## src/rtl/kbc_pkg.sv

```systemverilog
package kbc_pkg;
    localparam int unsigned BW = 8;
    typedef logic [BW-1:0] byte_t;

    typedef struct packed {
        byte_t mode;
        byte_t status;
        byte_t outport;
        byte_t pend;
        logic  rst;
    } kbc_state_t;

    localparam byte_t C_RD_MODE   = 8'h20;
    localparam byte_t C_WR_MODE   = 8'h60;
    localparam byte_t C_AUX_OFF   = 8'hA7;
    localparam byte_t C_AUX_ON    = 8'hA8;
    localparam byte_t C_AUX_TEST  = 8'hA9;
    localparam byte_t C_SELF      = 8'hAA;
    localparam byte_t C_KBD_TEST  = 8'hAB;
    localparam byte_t C_KBD_OFF   = 8'hAD;
    localparam byte_t C_KBD_ON    = 8'hAE;
    localparam byte_t C_RD_IN     = 8'hC0;
    localparam byte_t C_RD_OUT    = 8'hD0;
    localparam byte_t C_WR_OUT    = 8'hD1;
    localparam byte_t C_WR_KOB    = 8'hD2;
    localparam byte_t C_WR_AOB    = 8'hD3;
    localparam byte_t C_WR_AUX    = 8'hD4;
    localparam byte_t C_GATE_OFF  = 8'hDD;
    localparam byte_t C_GATE_ON   = 8'hDF;
    localparam byte_t C_PULSE_RST = 8'hFE;
    localparam byte_t C_NOP       = 8'hFF;

    localparam int unsigned M_KBD_DIS  = 4;
    localparam int unsigned M_AUX_DIS  = 5;
    localparam int unsigned M_XLATE    = 6;
    localparam int unsigned S_SELFTEST = 2;
    localparam int unsigned O_NRST     = 0;
    localparam int unsigned O_GATE     = 1;
endpackage

```

## src/rtl/kbc_cmd_remap.sv

```systemverilog
module kbc_cmd_remap
    import kbc_pkg::*;
(
    input  byte_t raw_i,
    output byte_t cmd_o
);
    localparam int unsigned NIB = BW / 2;

    always_comb begin
        if (raw_i[BW-1 -: NIB] == {NIB{1'b1}}) begin
            cmd_o = raw_i[0] ? C_NOP : C_PULSE_RST;
        end else begin
            cmd_o = raw_i;
        end
    end
endmodule

```

## src/rtl/kbc_cmd_decode.sv

```systemverilog
module kbc_cmd_decode
    import kbc_pkg::*;
(
    input  byte_t      cmd_i,
    input  kbc_state_t cur_i,
    output kbc_state_t nxt_o,
    output logic       push_o,
    output byte_t      push_data_o
);
    always_comb begin
        nxt_o       = cur_i;
        nxt_o.rst   = 1'b0;
        push_o      = 1'b0;
        push_data_o = '0;
        case (cmd_i)
            C_RD_MODE: begin
                push_o      = 1'b1;
                push_data_o = cur_i.mode;
            end
            C_WR_MODE, C_WR_OUT, C_WR_KOB, C_WR_AOB, C_WR_AUX:
                nxt_o.pend = cmd_i;
            C_AUX_OFF: nxt_o.mode[M_AUX_DIS] = 1'b1;
            C_AUX_ON:  nxt_o.mode[M_AUX_DIS] = 1'b0;
            C_KBD_OFF: nxt_o.mode[M_KBD_DIS] = 1'b1;
            C_KBD_ON:  nxt_o.mode[M_KBD_DIS] = 1'b0;
            C_AUX_TEST, C_KBD_TEST, C_RD_IN: push_o = 1'b1;
            C_SELF: begin
                nxt_o.status[S_SELFTEST] = 1'b1;
                push_o      = 1'b1;
                push_data_o = 8'h55;
            end
            C_RD_OUT: begin
                push_o      = 1'b1;
                push_data_o = cur_i.outport;
            end
            C_GATE_ON:   nxt_o.outport[O_GATE] = 1'b1;
            C_GATE_OFF:  nxt_o.outport[O_GATE] = 1'b0;
            C_PULSE_RST: nxt_o.rst = 1'b1;
            default: ;
        endcase
    end
endmodule

```

## src/rtl/kbc_data_route.sv

```systemverilog
module kbc_data_route
    import kbc_pkg::*;
(
    input  byte_t      data_i,
    input  kbc_state_t cur_i,
    output kbc_state_t nxt_o,
    output logic       push_o,
    output logic       push_aux_o,
    output logic       ktx_o,
    output logic       mtx_o
);
    always_comb begin
        nxt_o      = cur_i;
        nxt_o.rst  = 1'b0;
        nxt_o.pend = '0;
        push_o     = 1'b0;
        push_aux_o = 1'b0;
        ktx_o      = 1'b0;
        mtx_o      = 1'b0;
        case (cur_i.pend)
            C_WR_MODE: nxt_o.mode = data_i;
            C_WR_KOB:  push_o = 1'b1;
            C_WR_AOB: begin
                push_o     = 1'b1;
                push_aux_o = 1'b1;
            end
            C_WR_OUT: begin
                nxt_o.outport = data_i;
                nxt_o.rst     = ~data_i[O_NRST];
            end
            C_WR_AUX: mtx_o = 1'b1;
            default:  ktx_o = 1'b1;
        endcase
    end
endmodule

```

## src/rtl/kbc_cmd_engine.sv

```systemverilog
module kbc_cmd_engine
    import kbc_pkg::*;
#(
    parameter logic [7:0] MODE_RST = 8'h03,
    parameter logic [7:0] STAT_RST = 8'h18,
    parameter logic [7:0] OUT_RST  = 8'h03
) (
    input  logic       clk,
    input  logic       rst_n,
    input  logic       bus_wr,
    input  logic       bus_addr,
    input  logic [7:0] bus_wdata,
    input  logic       fast_wr,
    input  logic [7:0] fast_wdata,
    output logic [7:0] status_o,
    output logic [7:0] mode_o,
    output logic [7:0] outport_o,
    output logic       a20_o,
    output logic       xlate_o,
    output logic       sys_rst_o,
    output logic       reply_valid,
    output logic [7:0] reply_data,
    output logic       reply_aux,
    output logic       kbd_tx_valid,
    output logic [7:0] kbd_tx_data,
    output logic       mouse_tx_valid,
    output logic [7:0] mouse_tx_data
);
    kbc_state_t s_q, s_d, cmd_nxt, dat_nxt;
    byte_t      cmd_eff, cmd_push_data;
    logic       cmd_push, dat_push, dat_aux, dat_ktx, dat_mtx;

    kbc_cmd_remap u_remap (.raw_i(bus_wdata), .cmd_o(cmd_eff));

    kbc_cmd_decode u_decode (
        .cmd_i(cmd_eff), .cur_i(s_q), .nxt_o(cmd_nxt),
        .push_o(cmd_push), .push_data_o(cmd_push_data)
    );

    kbc_data_route u_route (
        .data_i(bus_wdata), .cur_i(s_q), .nxt_o(dat_nxt),
        .push_o(dat_push), .push_aux_o(dat_aux),
        .ktx_o(dat_ktx), .mtx_o(dat_mtx)
    );

    always_comb begin
        s_d            = s_q;
        s_d.rst        = 1'b0;
        reply_valid    = 1'b0;
        reply_data     = '0;
        reply_aux      = 1'b0;
        kbd_tx_valid   = 1'b0;
        mouse_tx_valid = 1'b0;
        if (bus_wr && bus_addr) begin
            s_d         = cmd_nxt;
            reply_valid = cmd_push;
            reply_data  = cmd_push_data;
        end else if (bus_wr) begin
            s_d            = dat_nxt;
            reply_valid    = dat_push;
            reply_data     = dat_push ? bus_wdata : '0;
            reply_aux      = dat_aux;
            kbd_tx_valid   = dat_ktx;
            mouse_tx_valid = dat_mtx;
        end
        if (fast_wr) begin
            s_d.outport = fast_wdata;
            if (!fast_wdata[O_NRST]) s_d.rst = 1'b1;
        end
    end

    always_ff @(posedge clk) begin
        if (!rst_n) begin
            s_q <= '{mode: MODE_RST, status: STAT_RST, outport: OUT_RST,
                     pend: '0, rst: 1'b0};
        end else begin
            s_q <= s_d;
        end
    end

    assign status_o      = s_q.status;
    assign mode_o        = s_q.mode;
    assign outport_o     = s_q.outport;
    assign a20_o         = s_q.outport[O_GATE];
    assign xlate_o       = s_q.mode[M_XLATE];
    assign sys_rst_o     = s_q.rst;
    assign kbd_tx_data   = bus_wdata;
    assign mouse_tx_data = bus_wdata;

    p_fast_load_r8: assert property (@(posedge clk) disable iff (!rst_n)
        fast_wr |=> outport_o == $past(fast_wdata));

    p_rst_cause_r11: assert property (@(posedge clk) disable iff (!rst_n)
        sys_rst_o |-> $past(bus_wr || fast_wr));

    p_selftest_r2: assert property (@(posedge clk) disable iff (!rst_n)
        (bus_wr && bus_addr && bus_wdata == C_SELF) |=> status_o[S_SELFTEST]);

    p_idle_hold_r10: assert property (@(posedge clk) disable iff (!rst_n)
        (!bus_wr && !fast_wr) |=> ($stable(mode_o) && $stable(outport_o)
                                   && $stable(status_o) && !sys_rst_o));

    p_mouse_path_r5: assert property (@(posedge clk) disable iff (!rst_n)
        mouse_tx_valid |-> (bus_wr && !bus_addr));

    p_one_sink_r4: assert property (@(posedge clk) disable iff (!rst_n)
        $onehot0({kbd_tx_valid, mouse_tx_valid, reply_valid}));
endmodule

```

## config.mk

```make
export PLATFORM = sky130hd
export DESIGN_NAME = kbc_cmd_engine
export DESIGN_NICKNAME = d
export VERILOG_FILES = /design/src/rtl/kbc_pkg.sv /design/src/rtl/kbc_cmd_remap.sv /design/src/rtl/kbc_cmd_decode.sv /design/src/rtl/kbc_data_route.sv /design/src/rtl/kbc_cmd_engine.sv
export SDC_FILE = /design/constraint.sdc
export NUM_CORES = 1
export LEC_CHECK = 0
export ABC_CLOCK_PERIOD_IN_PS = 3670
export BUFFER_PORTS_ARGS = -buffer_cell sky130_fd_sc_hd__buf_2
export CAP_MARGIN = 20
export CORE_MARGIN = 2
export CORE_UTILIZATION = 54
export CTS_BUF_LIST = sky130_fd_sc_hd__clkbuf_2
export DETAILED_ROUTE_END_ITERATION = 10
export PLACE_DENSITY = 0.95
export RECOVER_POWER = 50
export REMOVE_ABC_BUFFERS = 1
export SLEW_MARGIN = 30
export SYNTH_ARGS = -nofsm -noshare
export SYNTH_HDL_FRONTEND = slang
export SYNTH_SLANG_ARGS = --single-unit
```

## constraint.sdc

```tcl
create_clock -name clk -period 3.67 [get_ports clk]
set_input_delay 0 -clock clk [delete_from_list [all_inputs] [get_ports clk]]
set_output_delay 0 -clock clk [all_outputs]
set_load 0.005 [all_outputs]
```

* Word-level counts from Yosys, hierarchy flattened
Cells that the tools add are included.
** Operators by class
- Eq/ne operators :: 29
- Multiplexer cells :: 33
- Bitwise gates (word level) :: 2
- Reductions and logical operators :: 18
** Operators by type and width (number)
- == test 8 bit, second input constant :: 20
- two-way mux 31 bit :: 2
- two-way mux 8 bit :: 7
- case mux 8 bit (3 select lines) :: 1
- two-way mux 1 bit :: 19
- == test 8 x 7 -> 1 bit, second input constant :: 2
- AND reduction 3 bit :: 5
- OR reduction 5 bit :: 2
- == test 8 x 6 -> 1 bit, second input constant :: 1
- nonzero test 2 bit :: 4
- two-way mux 6 bit :: 1
- != test 3 x 1 -> 1 bit, second input constant :: 2
- case mux 1 bit (2 select lines) :: 3
- nonzero test 3 bit :: 2
- OR reduction 6 bit :: 1
- == test 4 bit, second input constant :: 1
- != test 4 x 2 -> 1 bit, second input constant :: 1
- AND reduction 2 bit :: 2
- != test 2 x 1 -> 1 bit, second input constant :: 1
- != test 2 bit, second input constant :: 1
- NOT 1 bit :: 2
- OR reduction 2 bit :: 1
- logical AND 1 bit :: 1
** Storage, ports and cells
- Bits in registers :: 26
- Input bits :: 21
- Output and inout port bits :: 55
- Word-level logic and storage cells :: 90

* Logic depth before layout (Yosys ltp)
- Word-level depth :: 8
- Mapped depth :: 6
- Gate-level depth less buffers :: 4

* Hierarchy
A second synthesis with hierarchy kept.
** Unflattened totals
- Cell total of the unflattened synthesis :: 376
- Area total of the unflattened synthesis :: 3193.1 um2
** Modules (own cells, without submodules)
- kbc_cmd_engine :: times used 1, cells an instance 232, area an instance 2065.7 um2, sequential area each 660.6 um2
- kbc_cmd_decode :: times used 1, cells an instance 89, area an instance 641.9 um2, sequential area each 0.0 um2
- kbc_data_route :: times used 1, cells an instance 47, area an instance 432.9 um2, sequential area each 0.0 um2
- kbc_cmd_remap :: times used 1, cells an instance 8, area an instance 52.6 um2, sequential area each 0.0 um2

* Worst setup path before layout
Ideal clock, no wire load.
- Path kind :: flip-flop to flip-flop
- Start :: reg s_q[1] (netlist bit)
- End :: reg s_q (netlist bit mode_o[1])
- Setup time :: 0.127 ns
- Arrival :: 1.719 ns
- Required time :: 3.543 ns
- Path slack :: 1.823 ns
- Cell stages (with the launch flop) :: 6
- Buffers on the path :: 1
- Period minus slack after synthesis :: 1.847 ns
- Path through :: dfxtp_1 or4b_2 or3_1 buf_2 mux2i_1 nand2_1
** Between the ends
- Word-level cells in the longest chain between the ends :: 2
** RTL lines
- start, declared :: RTL line kbc_cmd_engine.sv:29 : kbc_state_t s_q, s_d, cmd_nxt, dat_nxt;
- start signal, assigned :: RTL line kbc_cmd_engine.sv:74 : s_q <= '{mode: MODE_RST, status: STAT_RST, outport: OUT_RST,
- == test 8 x 7 -> 1 bit :: RTL line kbc_data_route.sv:20 : case (cur_i.pend)
- AND reduction 3 bit (no source line)
No other way between the ends.
A chain may end at the register's enable or synchronous reset.

* Worst setup path in the final report
- Start :: reg s_q[8] (netlist bit)
- End :: reg s_q (netlist bit outport_o[0])
** Between the ends
- Word-level cells in the longest chain between the ends :: 3
** RTL lines (RTL line)
- == test 8 bit :: kbc_data_route.sv:20
- nonzero test 2 bit (no source line)
- AND reduction 3 bit (no source line)
No other way between the ends.

==> reports/metrics.cfg <==
[timing]
worst_pin_slew_ns=0.844
finalSetupViolations=0
drv_slew=0
tns_ns=0
setup_ws_ns=1.04
rsz0062_at_grt=no
final_hold_viol_count=0
timing.fmax_ghz=0.380
relSlewSlack_pct=43.2
clock_skew_ns=0.00147
min_period_ns=2.63
finalCritPeriodShare_pct=71.7
hold_ws_ns=0.0310

[floorplan]
coreArea_sq_um=3360
die_x_microns=63.5
design.portCount=76
die_h_microns=63.5
core.rowCount=21
initial_utilization_pct=56.8
die-area_sq_um=4030

[clocking]
clkSlewWorstSetupHoldPaths_ns=0.22
cts_sinks=26
postCtsSetupRepairBufs=0
cts_tree=done
numCtsBuffers=3
insertion_delay_ns=0.35
cts_max_level=1
root_buffer=clkbuf_2
cts_buffer_depth=2
cts-resized-gates=0
hold_buffers=12

[logic_synthesis]
synth_cell_type_count=54
synthArstFlopShare_pct=0
netlist_instances=231
avgSynthCellArea_sq_um=8.28
synth-seq-area-share_pct=27.2
yosysWarnings=0
synth_seq_cells=26
synth-main-ff-cell=dfxtp_1
synth-edff-count=0
netlist_area_sq_um=1910

[final_layout]
antenna_cells=0
nets=288
layout-drive-gt1-share_pct=22.6
area_growth_pct=7.92

[worst_setup_path]
cp.arrival_ns=2.91
crit_path_top_delay_cell=nand4_1
crit_path_cell_trace=nor4bb_1, nand4_1, a221oi_1, o21ai_0, dlygate4sd3_1
regToRegSetupSlack_ns=1.04
path_max_fanout=10
slowest_delay_ns=0.61
end_kind=flip-flop
critPathLaunchType=flip-flop
critPathRequiredTime_ns=3.94
critPathKind=reg -> reg

[global_route]
first_global_vias=1616
grt_pass1_wl_microns=7330
grt_max_degree=26
antenna_found_initial=0
grt_overflow=0
grt.total_usage_pct=22.6

[placement]
hpwl_microns=3190
gp_congestion=0.927
io_buffer_count=68
place_ws_ns=1.64

[drt]
post_drt_wl_per_cell_microns=14.7
vias=1803
ant_nets=0
drc=0
dr.pass1.iters=4
vias_per_cell=5.80
drt_iter0_markers=117
routed_wl_microns=4570

[outcome]
status=finished, final reports clean

[power]
pwr_density_cell_nw_per_um2=239
p_leak_uw=0.000919
peakVddDrop_mv=0.135

[min_path]
hp-class=in -> reg

[job]
max-cap-violations=0

## logic make-up after synthesis
logic type / Yosys count / synth area share [%]
and+or+nand+nor: 69 / 21.4
buffers and inverters: 61 / 21.4
AOI/OAI and AO/OA: 54 / 19.8
DFF: 26 / 27.2
muxes: 17 / 8.90
xor gates and xnor gates: 2 / 0.916
other: 2 / 0.393
## critical path, delay by kind of cell (launching register included)
| family | cells | cell delay, ns |
|---|---|---|
| simple gates | 2 | 1.02 |
| buf+inv | 1 | 0.57 |
| flops | 1 | 0.39 |
| compound gates | 2 | 0.57 |
## Yosys cell counts, types with 2 or more instances
cell       count  share of area [%]
buf_4         45                 18
dfxtp_1       26                 27
mux2i_1       17                8.9
nor2_1        13                2.6
nand2_1       12                2.4
o21ai_0       12                3.1
a21oi_1       10                2.6
o2bb2ai_1      8                3.7
nand3_1        7                1.8
a221oi_1       6                2.7
clkbuf_1       6                1.2
inv_1          6                1.2
and2_1         5                1.6
nor3_1         5                1.3
a22oi_1        4                1.6
a31oi_1        3               0.98
and3_1         2               0.65
and3b_1        2               0.92
buf_2          2               0.52
conb_1         2               0.39
nand4b_1       2               0.92
o21a_1         2               0.79
or3_1          2               0.65
or4b_2         2                1.0
## registers in the layout, summed over array words and instances, names as in the netlist
signal / cells
sys_rst_o: 1
s_q: 8
outport_o: 8
mode_o: 8
status_o: 1
## path summary, 6_finish.rpt
kind | start | endpoint | depth (start not counted)
worst max-delay path | s_q[8]$_SDFFE_PN0P_ | outport_o[0]$_SDFFE_PN1P_ | 5
worst min-delay path | fast_wdata[1] | outport_o[1]$_SDFFE_PN1P_ | 5
worst max register to register | s_q[8]$_SDFFE_PN0P_ | outport_o[0]$_SDFFE_PN1P_ | 5
worst min register to register | s_q[4]$_SDFFE_PN0P_ | s_q[4]$_SDFFE_PN0P_ | 2
## through the flow
stage | total power, uW | instance area (sq um) | instances | util [%]
6_report | 493 | 2060 | 311 | 61.3
5_1_grt | 517 | 2060 | 311 | 61.3
4_1_cts | 494 | 2080 | 310 | 61.8
3_5_place_dp | 385 | 1940 | 295 | 57.7
3_3_place_gp | 383 | 1940 | 295 | 57.7
2_1_floorplan | 332 | 1540 | 181 | -
## cell usage in the layout (no fill, tap or decap), types with 2 or more instances in the layout
cell type,n
a31oi_1,3
o21ai_0,12
a221oi_1,6
and3_1,2
nor2_1,13
nand3_1,7
o21a_1,2
and2_1,5
and3b_1,2
or4b_2,2
conb_1,7
mux2i_1,17
dfxtp_1,26
a22oi_1,4
buf_2,47
a21oi_1,10
inv_1,6
nand2_1,12
dlygate4sd3_1,13
nor3_1,5
nand4b_1,2
o2bb2ai_1,8
clkbuf_2,5
clkbuf_1,19
or3_1,2
## cell type report
class                      instances  area [sq um]
multi-input combinational        149          1000
sequential                        26           520
fill                             333          1300
tap                               46          57.6
inverter                           6          22.5
clock buffer                       3          15.0
timing repair buffer              81           447
## where the power goes
group,total (uW),internal (uW),switching (uW)
sequential,295,290,5.21
clock,104,22.2,81.6
combinational,94.2,39.9,54.3
total,493,352,141
## per-layer routing
metal  share of wire (%)  GRT usage (%)  wire length, microns
met4                 1.2           8.15                    53
met5                   0              0                     0
met1                  41           27.4                  1850
met2                  49           39.7                  2240
met3                 9.3           3.93                   425
Note: power is estimated with default switching activity, not from simulation.
